### src/rtl/ddr_ref_pkg.sv
// Shared types for the refresh scheduler: command kinds and sequencer states.
package ddr_ref_pkg;
    typedef enum logic [1:0] {CMD_NOP, CMD_PREA, CMD_REF} ref_cmd_e;
    typedef enum logic [1:0] {ST_IDLE, ST_PRE_WAIT, ST_RECOVER} ref_state_e;
endpackage

### src/rtl/ref_debt_ctr.sv
// Owed-refresh counter. It adds one per interval tick, removes one per issued
// refresh and saturates at MAX_DEBT. It assumes that a refresh is never
// issued while nothing is owed.
module ref_debt_ctr #(
    parameter int MAX_DEBT = 8,
    localparam int DW = $clog2(MAX_DEBT + 1)
) (
    input  logic          clk,
    input  logic          rst_n,
    input  logic          tick,
    input  logic          issue,
    output logic [DW-1:0] debt,
    output logic          nonzero,
    output logic          urgent
);
    logic [DW-1:0] debt_q;

    // Update the owed count on each tick or issued refresh.
    always_ff @(posedge clk) begin
        if (!rst_n) begin
            debt_q <= '0;
        end else if (tick && !issue) begin
            if (debt_q != DW'(MAX_DEBT)) debt_q <= debt_q + 1'b1;
        end else if (!tick && issue) begin
            debt_q <= debt_q - 1'b1;
        end
    end

    assign debt    = debt_q;
    assign nonzero = (debt_q != '0);
    assign urgent  = (debt_q == DW'(MAX_DEBT));


    debt_bound_chk: assert property (@(posedge clk) disable iff (!rst_n)
        debt_q <= DW'(MAX_DEBT));

    no_underflow_chk: assert property (@(posedge clk) disable iff (!rst_n)
        issue |-> debt_q != '0);

    debt_inc_chk: assert property (@(posedge clk) disable iff (!rst_n)
        (tick && !issue && debt_q != DW'(MAX_DEBT)) |=> debt_q == $past(debt_q) + 1'b1);
endmodule

### src/rtl/ref_seq_fsm.sv
// Refresh sequencer. It issues a precharge-all when a bank may be open, waits
// T_RP cycles, then issues refreshes spaced T_RFC apart while refreshes are
// owed and the bus is granted. A sequence begun under urgency runs until
// nothing is owed. It assumes T_RP >= 1 and T_RFC >= 1.
module ref_seq_fsm
    import ddr_ref_pkg::*;
#(
    parameter int T_RP  = 3,
    parameter int T_RFC = 10,
    localparam int TMAX = (T_RFC > T_RP) ? T_RFC : T_RP,
    localparam int TW   = $clog2(TMAX) + 1
) (
    input  logic     clk,
    input  logic     rst_n,
    input  logic     debt_nz,
    input  logic     urgent,
    input  logic     slot_idle,
    input  logic     banks_open,
    output ref_cmd_e cmd,
    output logic     issue_ref,
    output logic     busy
);
    ref_state_e state_q, state_d;
    ref_cmd_e   cmd_q, cmd_d;
    logic [TW-1:0] cnt_q, cnt_d;
    logic forced_q, forced_d;
    logic go, cont;

    assign go   = debt_nz && (slot_idle || urgent);
    assign cont = debt_nz && (slot_idle || urgent || forced_q);

    // Choose the next command, state and wait count.
    always_comb begin
        state_d  = state_q;
        cnt_d    = cnt_q;
        cmd_d    = CMD_NOP;
        forced_d = forced_q;
        case (state_q)
            ST_IDLE: if (go) begin
                forced_d = urgent;
                if (banks_open) begin
                    cmd_d   = CMD_PREA;
                    state_d = ST_PRE_WAIT;
                    cnt_d   = TW'(T_RP - 1);
                end else begin
                    cmd_d   = CMD_REF;
                    state_d = ST_RECOVER;
                    cnt_d   = TW'(T_RFC - 1);
                end
            end
            ST_PRE_WAIT: if (cnt_q == '0) begin
                cmd_d   = CMD_REF;
                state_d = ST_RECOVER;
                cnt_d   = TW'(T_RFC - 1);
            end else begin
                cnt_d = cnt_q - 1'b1;
            end
            default: if (cnt_q == '0) begin
                if (cont) begin
                    cmd_d = CMD_REF;
                    cnt_d = TW'(T_RFC - 1);
                end else begin
                    state_d  = ST_IDLE;
                    forced_d = 1'b0;
                end
            end else begin
                cnt_d = cnt_q - 1'b1;
            end
        endcase
    end

    // Register the state, the command and the wait count.
    always_ff @(posedge clk) begin
        if (!rst_n) begin
            state_q  <= ST_IDLE;
            cmd_q    <= CMD_NOP;
            cnt_q    <= '0;
            forced_q <= 1'b0;
        end else begin
            state_q  <= state_d;
            cmd_q    <= cmd_d;
            cnt_q    <= cnt_d;
            forced_q <= forced_d;
        end
    end

    assign cmd       = cmd_q;
    assign issue_ref = (cmd_d == CMD_REF);
    assign busy      = (state_q != ST_IDLE);


    urgent_start_chk: assert property (@(posedge clk) disable iff (!rst_n)
        (state_q == ST_IDLE && urgent) |=> (cmd_q != CMD_NOP));

    hold_off_chk: assert property (@(posedge clk) disable iff (!rst_n)
        (state_q == ST_IDLE && !slot_idle && !urgent) |=> (cmd_q == CMD_NOP));

    prea_single_chk: assert property (@(posedge clk) disable iff (!rst_n)
        (cmd_q == CMD_PREA) |=> (cmd_q == CMD_NOP));
endmodule

### src/rtl/ref_pin_enc.sv
// Converts a command kind to the active-low command pins and address bit 10.
// It is purely combinational; clock enable is handled elsewhere.
module ref_pin_enc
    import ddr_ref_pkg::*;
(
    input  ref_cmd_e cmd,
    output logic     cs_n,
    output logic     ras_n,
    output logic     cas_n,
    output logic     we_n,
    output logic     a10
);
    // Decode the command to pin levels.
    always_comb begin
        {cs_n, ras_n, cas_n, we_n, a10} = 5'b0_111_0;
        case (cmd)
            CMD_PREA: {cs_n, ras_n, cas_n, we_n, a10} = 5'b0_010_1;
            CMD_REF:  {cs_n, ras_n, cas_n, we_n, a10} = 5'b0_001_0;
            default:  {cs_n, ras_n, cas_n, we_n, a10} = 5'b0_111_0;
        endcase
    end
endmodule

### src/rtl/ddr_refresh_sched.sv
// Top level of the auto-refresh scheduler. It ties together the owed-refresh
// counter, the sequencer and the pin encoder, and holds CKE high. It assumes
// that banks_open is low only when every bank has been idle for at least T_RP.
module ddr_refresh_sched
    import ddr_ref_pkg::*;
#(
    parameter int T_RP     = 3,
    parameter int T_RFC    = 10,
    parameter int MAX_DEBT = 8
) (
    input  logic clk,
    input  logic rst_n,
    input  logic refi_tick,
    input  logic slot_idle,
    input  logic banks_open,
    output logic cs_n,
    output logic ras_n,
    output logic cas_n,
    output logic we_n,
    output logic cke,
    output logic a10,
    output logic ref_busy,
    output logic ref_urgent
);
    localparam int DW   = $clog2(MAX_DEBT + 1);
    localparam int TMAX = (T_RFC > T_RP) ? T_RFC : T_RP;
    localparam int CW   = $clog2(TMAX + 1) + 1;

    logic [DW-1:0] debt;
    logic debt_nz, urgent, issue_ref;
    ref_cmd_e cmd;

    ref_debt_ctr #(.MAX_DEBT(MAX_DEBT)) i_debt (
        .clk(clk), .rst_n(rst_n), .tick(refi_tick), .issue(issue_ref),
        .debt(debt), .nonzero(debt_nz), .urgent(urgent)
    );

    ref_seq_fsm #(.T_RP(T_RP), .T_RFC(T_RFC)) i_seq (
        .clk(clk), .rst_n(rst_n), .debt_nz(debt_nz), .urgent(urgent),
        .slot_idle(slot_idle), .banks_open(banks_open),
        .cmd(cmd), .issue_ref(issue_ref), .busy(ref_busy)
    );

    ref_pin_enc i_enc (
        .cmd(cmd), .cs_n(cs_n), .ras_n(ras_n), .cas_n(cas_n),
        .we_n(we_n), .a10(a10)
    );

    assign cke        = 1'b1;
    assign ref_urgent = urgent;

    // Checker counters: cycles since the last refresh and the last precharge.
    logic [CW-1:0] since_ref, since_pre;
    logic seen_ref, pre_pending;

    // Track the gaps after refresh and precharge commands for the checks below.
    always_ff @(posedge clk) begin
        if (!rst_n) begin
            since_ref   <= '0;
            since_pre   <= '0;
            seen_ref    <= 1'b0;
            pre_pending <= 1'b0;
        end else begin
            if (cmd == CMD_REF) begin
                since_ref   <= CW'(1);
                seen_ref    <= 1'b1;
                pre_pending <= 1'b0;
            end else if (since_ref != CW'(TMAX)) begin
                since_ref <= since_ref + 1'b1;
            end
            if (cmd == CMD_PREA) begin
                since_pre   <= CW'(1);
                pre_pending <= 1'b1;
            end else if (since_pre != CW'(TMAX)) begin
                since_pre <= since_pre + 1'b1;
            end
        end
    end


    rfc_gap_chk: assert property (@(posedge clk) disable iff (!rst_n)
        (cmd == CMD_REF && seen_ref) |-> since_ref >= CW'(T_RFC));

    rp_gap_chk: assert property (@(posedge clk) disable iff (!rst_n)
        (cmd == CMD_REF && pre_pending) |-> since_pre >= CW'(T_RP));

    busy_cover_chk: assert property (@(posedge clk) disable iff (!rst_n)
        (cmd != CMD_NOP) |-> ref_busy);

    cke_high_chk: assert property (@(posedge clk) disable iff (!rst_n)
        cke && !cs_n);
endmodule

### config.mk
export PLATFORM = sky130hd
export DESIGN_NAME = ddr_refresh_sched
export DESIGN_NICKNAME = d
export VERILOG_FILES = /design/src/rtl/ddr_ref_pkg.sv /design/src/rtl/ref_debt_ctr.sv /design/src/rtl/ref_seq_fsm.sv /design/src/rtl/ref_pin_enc.sv /design/src/rtl/ddr_refresh_sched.sv
export SDC_FILE = /design/constraint.sdc
export NUM_CORES = 1
export LEC_CHECK = 0
export BUFFER_PORTS_ARGS = -buffer_cell sky130_fd_sc_hd__buf_2
export CORE_ASPECT_RATIO = 0.9
export CORE_MARGIN = 5
export CORE_UTILIZATION = 50
export CTS_CLUSTER_SIZE = 10
export DETAILED_ROUTE_END_ITERATION = 12
export HOLD_SLACK_MARGIN = 0.02
export PLACE_DENSITY = 0.79
export SETUP_SLACK_MARGIN = 0.05
export SYNTH_ARGS = -nofsm -noshare
export SYNTH_HDL_FRONTEND = slang
export SYNTH_HIERARCHICAL = 1
export SYNTH_SLANG_ARGS = --single-unit
### constraint.sdc
create_clock -name clk -period 5.5 [get_ports clk]
set_input_delay 0 -clock clk [delete_from_list [all_inputs] [get_ports clk]]
set_output_delay 0 -clock clk [all_outputs]
set_load 0.05 [all_outputs]
==> results of run 1 <==
final timing paths:
path / slack (ns) / to / from / cells past startpoint
worst max register to register: 2.52 / i_debt/debt[3]$_SDFFE_PN0P_ / i_debt/debt[0]$_SDFFE_PN0P_ / 12
worst max-delay path: 2.52 / i_debt/debt[3]$_SDFFE_PN0P_ / i_debt/debt[0]$_SDFFE_PN0P_ / 12
worst min register to register: 0.48 / i_seq/cnt_q[0]$_SDFFE_PN0P_ / i_seq/cnt_q[0]$_SDFFE_PN0P_ / 2
worst min-delay path: 0.08 / i_seq/forced_q$_SDFFE_PN0P_ / rst_n / 2
layout by cell type (no fill, tap or decap), types with 2 or more instances in the layout:
master,count
and3_1,3
buf_2,10
nand2_1,8
inv_1,8
o21ai_1,2
o21a_1,3
o32ai_1,2
dfxtp_1,14
nor4b_4,2
clkbuf_4,3
o21ai_2,2
o21ai_0,4
xor2_1,3
nor3_1,5
nand3_1,3
nor2_1,6
o311ai_0,2
conb_1,2
a21oi_1,3
ha_1,6
logic make-up (layout without fill, tap and decap cells):
kind of cell	after synthesis	count (layout)	share of synthesized area, %
compound gates	28	28	23.90
other cells	2	2	0.8014
buf+inv	13	22	6.541
fa+ha+maj	7	7	10.15
xor+xnor	3	3	2.804
simple gates	38	38	25.90
flops	14	14	29.91
per-layer routing:
layer / GRT usage (%) / vias up / share of wire, %
li1: - / 393 / -
met5: 0 / - / 0
met3: 3.275 / 3 / 5.2
met4: 7.287 / 0 / 1.8
met1: 18.60 / 334 / 48
met2: 20.28 / 22 / 45
metrics by stage:
stage                     instance area [um2]  std cells  utilization (%)
after global routing                     1018        138            58.73
after detailed placement                985.9        134            56.85
final                                    1018        138            58.73
after floorplan                         937.1        105                -
after CTS                                1018        138            58.73
after global placement                  985.9        134            56.85
power by group:
part	leakage [nW]	internal [W]	switching (W)
logic	0.302	0.000129	0.000219
registers	0.115	0.000131	0.0000423
clock network	0.0138	0.0000255	0.0000344
flip-flops by register name (all words and copies together), names as in the netlist:
name            cells
i_seq/cnt_q         5
i_debt/debt         4
i_seq/cmd           2
i_seq/state_q       2
i_seq/forced_q      1
final cells by class:
| type | instances | area, um2 |
|---|---|---|
| Inverter | 8 | 30.03 |
| Sequential cell | 14 | 280.3 |
| Multi-Input combinational cell | 78 | 595.6 |
| Clock buffer | 3 | 22.52 |
| Timing Repair Buffer | 11 | 60.06 |
| Tap cell | 24 | 30.03 |
| Fill cell | 154 | 715.7 |
worst register-to-register path: stages, from the launching register on:
cell      delay [ns]
dfxtp_1         0.40
nor3_1          0.27
nand2b_1        0.16
o21ai_1         0.23
or3_1           0.17
a21oi_1         0.07
or2_2           0.31
nand2b_2        0.24
ha_1            0.30
a21o_1          0.21
a211oi_2        0.26
o21ba_1         0.18
o32ai_1         0.09
repair_timing:
item	4_1_cts	5_1_grt
resized for setup	0	0
hold buffers	1	0
hold endpoints to repair	1	0
endpoints found under the setup margin	0	0
==> impl_metrics.py, run 1 <==
metrics = {
    "status": {
        "result_of_the_run": "completed",
    },
    "detailed_routing": {
        "detailedRoute.firstIterationViolations": 9,
        "route.antenna.remaining_nets": 0,
        "remaining_drc_errors": 0,
        "routedWlPerCell_um": 13.23,
        "post_drt_via_cell_ratio": 5.449,
        "drt_pre_antenna_iters": 4,
        "routed_wl_um": 1826,
        "detailroute.via_count": 752,
    },
    "clock_tree": {
        "cts_num_sinks": 14,
        "cts-buffers-inserted": 3,
        "cts.repair_timing.setup_buffer_count": 0,
        "max-clock-path-buffers": 2,
        "insertion_delay_ns": 0.29,
        "tritoncts": "built",
        "cts.clk_slew.worst_paths_ns": 0.08,
        "cts-root-buf": "clkbuf_4",
        "htreeDepth": 1,
    },
    "grt": {
        "globalRouteTotalUtil_pct": 13.73,
        "antenna_found_initial": 0,
        "first_pass_grt_wire_length_um": 3077,
        "grt_pass1_vias": 700,
        "grt_max_degree": 18,
        "overflow": 0,
    },
    "synth": {
        "synth_ff_type": "dfxtp_1",
        "asyncSetResetFlopFracSynth_pct": 0,
        "synth_enable_flop_cells": 0,
        "post_synth_most_frequent_cells": "14 x dfxtp_1, 8 x inv_1, 8 x nand2_1",
        "synth_warnings": 6,
        "synth_cells": 105,
        "yosysMostFrequentCell": "dfxtp_1",
        "seq_area_frac_synth_pct": 29.91,
        "synth_top_area_share_pct": 29.91,
        "netlist.top_cell.by_area": "dfxtp_1",
        "syn_area_per_cell_um2": 8.925,
        "synth_fp_nets": 117,
        "syn-cell-area_um2": 937.1,
        "yosys_register_bits": 14,
        "netlist-cell-type-count": 43,
        "synth.area.top_cells": "dfxtp_1 30%, ha_1 8.0%, nor4b_4 5.1%",
    },
    "critical_path": {
        "critical_path_cell_by_cell": "nor3_1, nand2b_1, o21ai_1, or3_1, a21oi_1, or2_2, nand2b_2, ha_1, a21o_1, a211oi_2, o21ba_1, o32ai_1",
        "worst-path-buf-inv": 0,
        "critical_path_arrival_ns": 3.18,
        "endpoint_kind": "flip-flop",
        "crit_path_max_fanout": 6,
        "slowest_delay_ns": 0.40,
        "timing.critical_path.from_type": "flip-flop",
        "cell_type_group_with_the_largest_total_delay_on_the_critical_path": "simple AND/OR/NAND/NOR gates",
        "worst-setup-path-type": "flip-flop to flip-flop",
        "critical_path_required_ns": 5.70,
        "worst_path_max_delay_cell": "dfxtp_1",
    },
    "floorplan": {
        "num_rows": 14,
        "design.die.area_mm2": 0.002841,
        "initial_core_util_pct": 54.04,
        "die_w_um": 55.64,
        "fp.dieH_um": 51.07,
        "core_area_mm2": 0.001734,
        "ios": 13,
    },
    "place": {
        "post_detail_place_hpwl_um": 1326,
        "gp_routability_congestion": 0.8064,
        "preCtsSetupSlack_ns": 2.592,
        "port-buffer-count": 10,
    },
    "timing": {
        "final_min_period_over_clock_period_pct": 54.24,
        "worst_pin_slew_ns": 0.8188,
        "slew_viol_final": 0,
        "unrepaired_setup_endpoints_after_global_routing": "no",
        "tns_ns": 0,
        "timing.final.crit_period_ns": 2.983,
        "report.final.setup_viol": 0,
        "slew_headroom_pct": 45.21,
        "layout_setup_ws_ns": 2.517,
        "skew_ns": 0.002199,
        "timing.final.hold_violations": 0,
        "fmax_mhz": 335.2,
        "timing.hold.ws_ns": 0.08182,
    },
    "power": {
        "totalPowerFinal_w": 0.0005818,
        "p_leak_nw": 0.4301,
        "vdd_drop_max_uv": 345.9,
        "powerDensity_mw_per_mm2": 571.2,
    },
    "worst_hold_path": {
        "hold_class": "primary input to flip-flop",
    },
    "finish": {
        "antennaDiodeCount": 0,
        "finish.net_count": 128,
        "layout_cells_sized_above_1_pct": 21.05,
        "areaGrowthSynthToFinish_pct": 8.679,
    },
    "flow_run": {
        "timing.max_cap.violations": 0,
    },
}
(Power assumes the default switching activity.)
==> run 2, diff against run 1 <==
ABC_AREA = 1   (was default)
PLACE_DENSITY = 0.81   (was 0.79)
clock period = 2.7 ns   (was 5.5 ns; I/O delays follow)
==> run 2 against run 1 <==
Against the previous run:
- clock skew rose by 0.0013 ns
- synthesized cell count rose by 45%
- wire length grew 7.4%
- hold slack got worse by 0.045 ns
- largest cell class unchanged
- power rose to 2.6 times the previous value
- clock power grew 150%
- largest power group unchanged
==> impl_metrics.py, run 2 <==
metrics = {
    "detailed_routing": {
        "route.antenna.remaining_nets": 0,
        "routedWlPerCell_um": 10.32,
        "post_drt_via_cell_ratio": 4.921,
        "remaining_drc_errors": 0,
        "drt_pre_antenna_iters": 4,
        "detailroute.via_count": 935,
        "detailedRoute.firstIterationViolations": 14,
        "routed_wl_um": 1961,
    },
    "floorplan": {
        "fp.dieH_um": 52.08,
        "die_w_um": 56.75,
        "initial_core_util_pct": 51.88,
        "num_rows": 15,
        "design.die.area_mm2": 0.002955,
        "ios": 13,
        "core_area_mm2": 0.001896,
    },
    "finish": {
        "finish.net_count": 178,
        "layout_common_cells": "44 x nand2_1, 21 x inv_1, 17 x nor2_1",
        "antennaDiodeCount": 0,
        "largest_register_ff_count": 5,
        "final.fill_count": 179,
        "finalNonFillerCells": 190,
        "layout_cells_sized_above_1_pct": 18.79,
        "top_register": "i_seq/cnt_q",
        "final_common_cell": "nand2_1",
        "areaGrowthSynthToFinish_pct": 11.70,
        "final_standard_cell_utilization_of_the_core_pct": 57.95,
    },
    "critical_path": {
        "critical_path_arrival_ns": 2.65,
        "worst-setup-path-type": "flip-flop to flip-flop",
        "timing.critical_path.from_type": "flip-flop",
        "cp.depth": 18,
        "path_common_cell": "nand2_1",
        "critical_path_cell_by_cell": "nor2_1, nand2_2, inv_1, nor2_1, nand2_1, nand2_1, nand2_1, nand2_1, o21bai_1, inv_2, nand2_2, ha_1, or2_0, nand2_1, nand2_1, nand2_1, nor2_1, nor2_1",
        "crit_path_max_fanout": 6,
        "cell_type_group_with_the_largest_total_delay_on_the_critical_path": "simple AND/OR/NAND/NOR gates",
        "endpoint_kind": "flip-flop",
        "critical_path_required_ns": 2.92,
        "worst-path-buf-inv": 2,
        "worst_path_max_delay_cell": "dfxtp_1",
        "slowest_delay_ns": 0.38,
        "worst_r2r_path_depth": 18,
    },
    "timing": {
        "unrepaired_setup_endpoints_after_global_routing": "no",
        "timing.final.crit_period_ns": 2.429,
        "report.final.setup_viol": 0,
        "tns_ns": 0,
        "timing.final.hold_violations": 0,
        "final_min_period_over_clock_period_pct": 89.95,
        "slew_viol_final": 0,
        "fmax_mhz": 411.8,
        "skew_ns": 0.003458,
    },
    "clock_tree": {
        "max-clock-path-buffers": 2,
        "tritoncts": "built",
        "insertion_delay_ns": 0.28,
        "cts-buffers-inserted": 3,
        "cts.repair_timing.setup_buffer_count": 0,
        "cts-root-buf": "clkbuf_4",
        "cts_num_sinks": 14,
        "cts.clk_slew.worst_paths_ns": 0.08,
        "htreeDepth": 1,
    },
    "synth": {
        "asyncSetResetFlopFracSynth_pct": 0,
        "synth_cells": 152,
        "syn_area_per_cell_um2": 6.470,
        "synth_warnings": 6,
        "synth_fp_nets": 164,
        "yosysMostFrequentCell": "nand2_1",
        "yosys_register_bits": 14,
        "post_synth_most_frequent_cells": "45 x nand2_1, 21 x inv_1, 17 x nor2_1",
        "synth_top_area_share_pct": 28.50,
        "synth_enable_flop_cells": 0,
        "synth_ff_type": "dfxtp_1",
        "syn-cell-area_um2": 983.4,
        "synth.area.top_cells": "dfxtp_1 28%, nand2_1 17%, inv_1 8.0%",
        "netlist.top_cell.by_area": "dfxtp_1",
        "seq_area_frac_synth_pct": 28.50,
        "netlist-cell-type-count": 27,
    },
    "status": {
        "result_of_the_run": "completed",
    },
    "place": {
        "gp_routability_congestion": 0.8811,
        "post_detail_place_hpwl_um": 1566,
        "port-buffer-count": 10,
        "place.detailed.instances": 185,
    },
    "grt": {
        "antenna_found_initial": 0,
        "first_pass_grt_wire_length_um": 3429,
        "overflow": 0,
        "globalRouteTotalUtil_pct": 15.19,
        "grt_pass1_vias": 861,
        "grt_max_degree": 10,
    },
    "power": {
        "share_clk_of_total_power_pct": 9.8,
        "p_leak_nw": 0.5622,
        "power_frac_comb_pct": 66.1,
        "sequentialPowerShare_pct": 24.1,
        "switching_share_pct": 53.90,
        "power.net_switching_w": 0.0008166,
        "power_report.internal_total_w": 0.0006983,
        "vdd_drop_max_uv": 602.9,
        "powerDensity_mw_per_mm2": 1379,
    },
    "flow_run": {
        "timing.max_cap.violations": 0,
    },
    "worst_hold_path": {
        "hold_class": "primary input to flip-flop",
        "cell_depth_of_the_worst_hold_path": 3,
    },
}
-- run 2: cell count changes after synthesis, moves of 3 or more --
| cell | before | now |
|---|---|---|
| nand2_1 | 8 | 45 |
| nand3_1 | 3 | 10 |
| o21a_1 | 3 | 0 |
| inv_1 | 8 | 21 |
| xor2_1 | 3 | 0 |
| nor2_1 | 6 | 17 |
| nand4_1 | 0 | 3 |
| nor3_1 | 5 | 1 |
| inv_2 | 0 | 4 |
| a21oi_1 | 3 | 6 |
| and3_1 | 3 | 0 |
-- run 2: routing by layer --
metal	share of wire, %	vias up	global-route usage (%)	wire, um
li1	-	492	-	-
met2	47	20	27.31	931
met1	44	417	15.79	865
met4	2.2	0	6.950	44
met3	6.1	6	5.707	120
met5	0	-	0	0
-- run 2: kinds of logic after synthesis --
family | after synthesis | share of synthesized area, %
buffers and inverters | 28 | 11.70
DFF | 14 | 28.50
and+or+nand+nor | 87 | 40.59
other | 2 | 0.7636
AOI/OAI and AO/OA | 13 | 7.889
adders and majority gates | 7 | 9.669
xor gates and xnor gates | 1 | 0.8907
-- run 2: final timing paths --
path | slack (ns) | startpoint | end
setup reg to reg | 0.27 | i_debt/debt[0]$_SDFFE_PN0P_ | i_debt/debt[3]$_SDFFE_PN0P_
setup / recovery | 0.27 | i_debt/debt[0]$_SDFFE_PN0P_ | i_debt/debt[3]$_SDFFE_PN0P_
hold / removal | 0.04 | rst_n | i_debt/debt[1]$_SDFFE_PN0P_
hold reg to reg | 0.48 | i_seq/cnt_q[4]$_SDFFE_PN0P_ | i_seq/cnt_q[4]$_SDFFE_PN0P_
-- run 2: timing repair --
item | 4_1_cts | 5_1_grt
hold buffers | 1 | 0
endpoints found under the setup margin | 0 | 1
hold endpoints to repair | 1 | 0
gates resized for setup | 0 | 1
-- run 2: final cells by class --
cell class | count | area (um2) | share of cell area, %
clock buffers | 4 | 36.28 | 3.303
inverters | 26 | 100.1 | 9.112
multi-input cells | 110 | 590.6 | 53.76
flip-flops and latches | 14 | 280.3 | 25.51
well taps | 25 | 31.28 | 2.847
repair buffers | 11 | 60.06 | 5.467
-- run 2: stage by stage --
step | hold slack (ns) | total power [W] | setup WS, ns | area [um2]
global placement | 0.3167 | 0.001326 | 0.3092 | 1050
finish | 0.03646 | 0.001515 | 0.2715 | 1099
global route | 0.02604 | 0.001682 | 0.03111 | 1099
CTS | 0.02062 | 0.001512 | 0.2048 | 1096
floorplan | 0.1204 | 0.001182 | 0.1643 | 983.4
detailed placement | 0.3185 | 0.001356 | 0.2204 | 1050
-- run 2: power groups by stage --
stage | combinational, W | sequential, W | clock [W]
2_1_floorplan | 0.000830 | 0.000352 | 0
3_3_place_gp | 0.000959 | 0.000367 | 0
3_5_place_dp | 0.000985 | 0.000370 | 0
4_1_cts | 0.000993 | 0.000364 | 0.000155
5_1_grt | 0.00114 | 0.000376 | 0.000166
6_report | 0.00100 | 0.000365 | 0.000149
-- run 2: worst register-to-register path, cell delays in order, from the launching register on --
cell and delay, ns:
dfxtp_1 0.38, nor2_1 0.20, nand2_2 0.10, inv_1 0.13, nor2_1 0.07, nand2_1 0.05, nand2_1 0.06, nand2_1 0.06
nand2_1 0.06, o21bai_1 0.24, inv_2 0.09, nand2_2 0.14, ha_1 0.29, or2_0 0.23, nand2_1 0.06, nand2_1 0.05
nand2_1 0.06, nor2_1 0.03, nor2_1 0.08
